## src/rtl/olt_pkg.sv

```systemverilog
package olt_pkg;

   localparam int unsigned CTRL_W   = 8;
   localparam int unsigned FLAG_LSB = 6;

   typedef enum logic [1:0] {
      CLR_NONE = 2'b00,
      CLR_FALL = 2'b01,
      CLR_RISE = 2'b10,
      CLR_BOTH = 2'b11
   } clr_mode_e;

   typedef struct packed {
      logic       ovf_hi;
      logic       ovf_lo;
      logic       ovf_ien;
      logic       cap_rise_sel;
      clr_mode_e  clr_mode;
      logic [1:0] clk_sel;
   } ctrl_t;

endpackage

```

## src/rtl/olt_prescaler.sv

```systemverilog
module olt_prescaler #(
   parameter int unsigned LOG_DIV0 = 6,
   parameter int unsigned LOG_DIV1 = 7,
   parameter int unsigned LOG_DIV2 = 8,
   parameter int unsigned LOG_DIV3 = 11
) (
   input  logic       clk,
   input  logic       rst_n,
   input  logic [1:0] clk_sel,
   output logic       tick
);

   localparam int unsigned PRE_W    = LOG_DIV3;
   localparam int unsigned LOGS [4] = '{LOG_DIV0, LOG_DIV1, LOG_DIV2, LOG_DIV3};

   generate
      if (LOG_DIV0 < 1 || LOG_DIV1 < LOG_DIV0 || LOG_DIV2 < LOG_DIV1 || LOG_DIV3 < LOG_DIV2) begin : g_bad_div
         $error("olt_prescaler: divide exponents must be at least 1 and non-decreasing");
      end
   endgenerate

   logic [PRE_W-1:0] pre_q;
   logic [3:0]       tap;

   always_ff @(posedge clk or negedge rst_n) begin
      if (!rst_n) pre_q <= '0;
      else        pre_q <= pre_q + 1'b1;
   end

   generate
      for (genvar g = 0; g < 4; g++) begin : g_tap
         localparam logic [PRE_W-1:0] MASK = {PRE_W{1'b1}} >> (PRE_W - LOGS[g]);
         assign tap[g] = ((pre_q & MASK) == MASK);
      end
   endgenerate

   assign tick = tap[clk_sel];

endmodule

```

## src/rtl/olt_cap_sync.sv

```systemverilog
module olt_cap_sync #(
   parameter int unsigned SYNC_STAGES = 2
) (
   input  logic clk,
   input  logic rst_n,
   input  logic cap_in,
   output logic level,
   output logic rise,
   output logic fall
);

   generate
      if (SYNC_STAGES < 2) begin : g_bad_sync
         $error("olt_cap_sync: at least two synchronizer stages are required");
      end
   endgenerate

   logic [SYNC_STAGES:0] sh_q;
   logic                 prev;

   always_ff @(posedge clk or negedge rst_n) begin
      if (!rst_n) sh_q <= '0;
      else        sh_q <= {sh_q[SYNC_STAGES-1:0], cap_in};
   end

   assign level = sh_q[SYNC_STAGES-1];
   assign prev  = sh_q[SYNC_STAGES];
   assign rise  = level & ~prev;
   assign fall  = ~level & prev;

endmodule

```

## src/rtl/olt_counter.sv

```systemverilog
module olt_counter #(
   parameter int unsigned CNT_W = 8
) (
   input  logic             clk,
   input  logic             rst_n,
   input  logic             tick,
   input  logic             clr,
   output logic [CNT_W-1:0] cnt,
   output logic             wrap
);

   logic [CNT_W-1:0] cnt_q;

   always_ff @(posedge clk or negedge rst_n) begin
      if (!rst_n)    cnt_q <= '0;
      else if (clr)  cnt_q <= '0;
      else if (tick) cnt_q <= cnt_q + 1'b1;
   end

   assign wrap = tick & (&cnt_q) & ~clr;
   assign cnt  = cnt_q;

endmodule

```

## src/rtl/olt_ctrl_reg.sv

```systemverilog
module olt_ctrl_reg
   import olt_pkg::*;
(
   input  logic        clk,
   input  logic        rst_n,
   input  logic        wr_en,
   input  logic        rd_en,
   input  logic [7:0]  wdata,
   input  logic        wrap,
   input  logic        level,
   output ctrl_t       ctrl
);

   logic [5:0] cfg_q;
   logic [1:0] flag;
   logic [1:0] hw_set;
   clr_mode_e  mode;

   assign mode      = clr_mode_e'(cfg_q[3:2]);
   assign hw_set[1] = wrap & level & (mode != CLR_NONE);
   assign hw_set[0] = wrap & (~level | (mode == CLR_NONE));

   always_ff @(posedge clk or negedge rst_n) begin
      if (!rst_n)     cfg_q <= '0;
      else if (wr_en) cfg_q <= wdata[5:0];
   end

   generate
      for (genvar g = 0; g < 2; g++) begin : g_flag
         logic flag_q;
         logic arm_q;
         logic zap;

         assign zap = wr_en & ~wdata[FLAG_LSB+g] & arm_q;

         always_ff @(posedge clk or negedge rst_n) begin
            if (!rst_n) begin
               flag_q <= 1'b0;
               arm_q  <= 1'b0;
            end else begin
               flag_q <= hw_set[g] | (flag_q & ~zap);
               if (zap)                  arm_q <= 1'b0;
               else if (rd_en && flag_q) arm_q <= 1'b1;
            end
         end

         assign flag[g] = flag_q;
      end
   endgenerate

   assign ctrl = '{ovf_hi:       flag[1],
                   ovf_lo:       flag[0],
                   ovf_ien:      cfg_q[5],
                   cap_rise_sel: cfg_q[4],
                   clr_mode:     mode,
                   clk_sel:      cfg_q[1:0]};

endmodule

```

## src/rtl/ovf_level_timer.sv

```systemverilog
module ovf_level_timer
   import olt_pkg::*;
#(
   parameter int unsigned ADDR_W      = 1,
   parameter int unsigned CNT_W       = 8,
   parameter int unsigned LOG_DIV0    = 6,
   parameter int unsigned LOG_DIV1    = 7,
   parameter int unsigned LOG_DIV2    = 8,
   parameter int unsigned LOG_DIV3    = 11,
   parameter int unsigned SYNC_STAGES = 2
) (
   input  logic              clk,
   input  logic              rst_n,
   input  logic [ADDR_W-1:0] bus_addr,
   input  logic              bus_wr,
   input  logic              bus_rd,
   input  logic [7:0]        bus_wdata,
   output logic [7:0]        bus_rdata,
   input  logic              cap_in,
   output logic              ovf_irq,
   output logic              cap_irq
);

   generate
      if (ADDR_W < 1 || CNT_W < 2 || CNT_W > CTRL_W) begin : g_bad_cfg
         $error("ovf_level_timer: ADDR_W must be at least 1 and CNT_W between 2 and 8");
      end
   endgenerate

   logic             sel_ctrl, sel_cnt;
   logic             wr_ctrl, rd_ctrl;
   logic             tick, wrap, ctr_clr;
   logic             level, rise, fall;
   logic [CNT_W-1:0] cnt;
   ctrl_t            ctrl;

   assign sel_ctrl = (bus_addr == ADDR_W'(0));
   assign sel_cnt  = (bus_addr == ADDR_W'(1));
   assign wr_ctrl  = bus_wr & sel_ctrl;
   assign rd_ctrl  = bus_rd & sel_ctrl;

   olt_prescaler #(
      .LOG_DIV0 (LOG_DIV0),
      .LOG_DIV1 (LOG_DIV1),
      .LOG_DIV2 (LOG_DIV2),
      .LOG_DIV3 (LOG_DIV3)
   ) u_pre (
      .clk     (clk),
      .rst_n   (rst_n),
      .clk_sel (ctrl.clk_sel),
      .tick    (tick)
   );

   olt_cap_sync #(
      .SYNC_STAGES (SYNC_STAGES)
   ) u_sync (
      .clk    (clk),
      .rst_n  (rst_n),
      .cap_in (cap_in),
      .level  (level),
      .rise   (rise),
      .fall   (fall)
   );

   always_comb begin
      unique case (ctrl.clr_mode)
         CLR_FALL: ctr_clr = fall;
         CLR_RISE: ctr_clr = rise;
         CLR_BOTH: ctr_clr = rise | fall;
         default:  ctr_clr = 1'b0;
      endcase
   end

   olt_counter #(
      .CNT_W (CNT_W)
   ) u_cnt (
      .clk   (clk),
      .rst_n (rst_n),
      .tick  (tick),
      .clr   (ctr_clr),
      .cnt   (cnt),
      .wrap  (wrap)
   );

   olt_ctrl_reg u_ctrl (
      .clk   (clk),
      .rst_n (rst_n),
      .wr_en (wr_ctrl),
      .rd_en (rd_ctrl),
      .wdata (bus_wdata),
      .wrap  (wrap),
      .level (level),
      .ctrl  (ctrl)
   );

   always_comb begin
      bus_rdata = '0;
      if (bus_rd) begin
         if (sel_ctrl)     bus_rdata = ctrl;
         else if (sel_cnt) bus_rdata = CTRL_W'(cnt);
      end
   end

   assign ovf_irq = ctrl.ovf_ien & (ctrl.ovf_hi | ctrl.ovf_lo);
   assign cap_irq = ctrl.cap_rise_sel ? rise : fall;

endmodule

```

## config.mk

```make
export PLATFORM = sky130hd
export DESIGN_NAME = ovf_level_timer
export DESIGN_NICKNAME = d
export VERILOG_FILES = /design/src/rtl/olt_pkg.sv /design/src/rtl/olt_prescaler.sv /design/src/rtl/olt_cap_sync.sv /design/src/rtl/olt_counter.sv /design/src/rtl/olt_ctrl_reg.sv /design/src/rtl/ovf_level_timer.sv
export SDC_FILE = /design/constraint.sdc
export NUM_CORES = 1
export LEC_CHECK = 0
export ABC_CLOCK_PERIOD_IN_PS = 5300
export BUFFER_PORTS_ARGS = -buffer_cell sky130_fd_sc_hd__clkbuf_2
export CAP_MARGIN = 20
export CORE_MARGIN = 2
export CORE_UTILIZATION = 32
export DETAILED_ROUTE_END_ITERATION = 8
export PLACE_DENSITY = 0.51
export REMOVE_ABC_BUFFERS = 1
export SETUP_SLACK_MARGIN = 0.15
export SLEW_MARGIN = 20
export SYNTH_ARGS = -nofsm -noshare
export SYNTH_HDL_FRONTEND = slang
export SYNTH_SLANG_ARGS = --single-unit
```

## constraint.sdc

```tcl
create_clock -name clk -period 5.3 [get_ports clk]
set_clock_uncertainty 0.2 [all_clocks]
set_input_delay 1.06 -clock clk [delete_from_list [all_inputs] [get_ports clk]]
set_output_delay 1.06 -clock clk [all_outputs]
set_load 0.01 [all_outputs]
```

==> impl_metrics.yaml <==
timing:
  setup_viol: 0
  worst_pin_slew_ps: 821
  hold_viol_final: 0
  fmax_mhz: 330
  post-route-min-period_ps: 3030
  fin_setup_tns_ps: 0
  maxSlewHeadroom_pct: 45.2
  rsz0062_at_grt: "no"
  finalCritPeriodShare_pct: 57.2
  slew_viol_final: 0
layout:
  area_growth_syn_to_layout_pct: 17.2
  nNetsFinal: 199
  diodes: 0
  drive_gt1_share_pct: 25.8
  filler_cell_count: 521
  fin_cells: 252
synthesis:
  syn_area_per_cell_um2: 10.9
  async_reset_ff_share_pct: 100
  yosys-top-cells-count: "32 x dfrtp_1, 14 x mux2i_1, 13 x nand2_1"
  synth_top_area_share_pct: 47.7
  yosysTopAreaCell: "dfrtp_1"
  ys_types: 35
  synth-seq-cells: 32
  synth_edf_count: 0
  synth_ff_type: "dfrtp_1"
  yosysMostFrequentCell: "dfrtp_1"
  syn_inst: 154
  synth_warnings: 0
  synth.top_cells.by_area: "dfrtp_1 48%, mux2i_1 8.3%, mux2_2 4.7%"
  syn-cell-area_mm2: 0.00168
  synth-seq-area-share_pct: 47.7
critical_path:
  cp_cell_sequence: "clkbuf_2, mux2i_1, nor2b_1, clkbuf_2"
  cpMostUsedCell: "clkbuf_2"
  end_kind: "output port"
  cp-start-kind: "primary input"
  cp_slowest_cell: "clkbuf_2"
  cp.required_ps: 4040
  slowest_delay_ps: 290
  reg2reg_slack_ps: 3380
  cp_top_family: "buffers and inverters"
  worstSetupPathType: "in2out"
  path_max_fanout: 10
  crit_buf_inv: 2
  crit_arrival_ps: 1770
cts:
  cts_resized: 0
  cts_buffer_depth: 2
  cts_tree: "yes"
  clk_pin_slew_worst_paths_ps: 60
  post_cts_buffers: 0
  cts-hold-fix-buffers: 0
  clock-sinks: 32
  clockRootBuffer: "clkbuf_8"
  htreeDepth: 2
  numCtsBuffers: 5
  clock_latency_ps: 280
pwr:
  power_switching_w: 0.000141
  p_per_area_mw_per_mm2: 293
  power.ir.vdd_worst_mv: 0.126
  p_int_w: 0.000435
  sw_frac_of_total_pct: 24.5
  combPwrFrac_pct: 12.4
  seqPwrFrac_pct: 48.6
  power.share.clock_pct: 38.9
  p_leak_nw: 0.933
min_path:
  min_path_type: "reg2reg"
place:
  numPlacedInstances: 244
  gp_congestion: 0.768
  post-dp-hpwl_um: 2410
  port_buffers: 23
floorplanning:
  dieArea_mm2: 0.00585
  rows: 26
  die_x_um: 76.5
  start_util_pct: 33.1
  die_h_um: 76.5
  core-area_mm2: 0.00507
  ios: 24
run:
  cap_viol_max_count: 0
drt:
  wirelength_um: 3240
  wire_per_inst_um: 12.9
  ant_nets: 0
  dr.pass1.iters: 4
  drc: 0
  vias_per_cell: 4.73
  drtIter0Drc: 47
  vias: 1192
global_route:
  grt_pass1_vias: 1167
  grt_max_degree: 33
  gr-total-overflow: 0
  antenna_found_initial: 0
  grt_pass1_wl_um: 5460
  gr-usage-all-layers_pct: 12.2
run_status:
  status: "completed"
-- metrics by stage --
stage | total power (W) | hold WS (ps) | utilization, % | instance area [µm²] | setup WS [ps]
after floorplan | 0.000327 | 131 | - | 1660 | 2690
after global placement | 0.000353 | 143 | 36.7 | 1860 | 2280
after detailed placement | 0.000357 | 136 | 36.7 | 1860 | 2270
after CTS | 0.000586 | 161 | 38.8 | 1970 | 2260
after global routing | 0.000613 | 174 | 38.8 | 1970 | 2190
final | 0.000576 | 158 | 38.8 | 1970 | 2270
-- state kept, by name, summed over array words and instances (netlist names) --
name                  count
u_ctrl.g_flag.flag_q      2
u_cnt.cnt                 8
u_sync.sh_q               3
u_ctrl.cfg_q              6
u_pre.pre_q              11
u_ctrl.g_flag.arm_q       2
-- final cells by class --
type | instances | area [µm²] | area share [%]
well taps | 70 | 87.6 | 4.45
clock inverters | 2 | 35.0 | 1.78
flip-flops and latches | 32 | 801 | 40.7
clock buffers | 6 | 72.6 | 3.68
repair buffers | 23 | 115 | 5.84
inverters | 6 | 22.5 | 1.14
multi-input cells | 113 | 836 | 42.4
-- path summary, 6_finish.rpt --
check	start	depth (start not counted)	end
min reg2reg	u_sync.sh_q[0]	0	u_sync.sh_q[1]
max reg2reg	u_sync.sh_q[1]	5	u_cnt.cnt[2]
max in group asynchronous	rst_n	1	u_cnt.cnt[3]
max	bus_addr	4	bus_rdata[1]
min	u_sync.sh_q[0]	0	u_sync.sh_q[1]
min in group asynchronous	rst_n	1	u_ctrl.g_flag[0].flag_q
-- cells in the final DEF (no fill, tap or decap), types with 2 or more instances in the layout --
| cell | count |
|---|---|
| xor2_1 | 3 |
| inv_1 | 6 |
| clkbuf_8 | 5 |
| mux2_2 | 7 |
| and3_1 | 4 |
| dfrtp_1 | 32 |
| clkbuf_2 | 23 |
| ha_1 | 4 |
| a21oi_1 | 7 |
| nand3_1 | 11 |
| nand2b_1 | 5 |
| nand4_1 | 4 |
| or2b_1 | 2 |
| nor2b_1 | 10 |
| a31oi_1 | 2 |
| xnor2_1 | 6 |
| nor2_1 | 2 |
| nand2_1 | 13 |
| o21ai_0 | 4 |
| mux2i_1 | 14 |
-- per-layer routing --
layer / track usage [%] / part of all wire [%] / vias up
li1: - / - / 593
met1: 15.9 / 50 / 574
met2: 17.9 / 45 / 21
met3: 5.33 / 3.4 / 4
met4: 4.36 / 1.2 / 0
met5: 0 / 0 / -
-- cells by family after synthesis --
kind of cell | Yosys count | share of synthesized area (%)
AO/OA/AOI/OAI | 21 | 9.08
XOR/XNOR | 9 | 4.69
adder cells (fa/ha/maj) | 4 | 2.98
buffers and inverters | 9 | 2.61
flip-flops | 32 | 47.7
multiplexers | 21 | 13.0
AND/OR/NAND/NOR | 58 | 20.0
-- power groups by stage --
| stage | registers, W | logic (W) | clock network [W] |
|---|---|---|---|
| floorplan | 0.000279 | 0.0000477 | 0 |
| global placement | 0.000283 | 0.0000698 | 0 |
| detailed placement | 0.000285 | 0.0000723 | 0 |
| CTS | 0.000280 | 0.0000729 | 0.000233 |
| global route | 0.000283 | 0.0000810 | 0.000249 |
| finish | 0.000280 | 0.0000716 | 0.000224 |
Power figures use the tool's default switching activity.
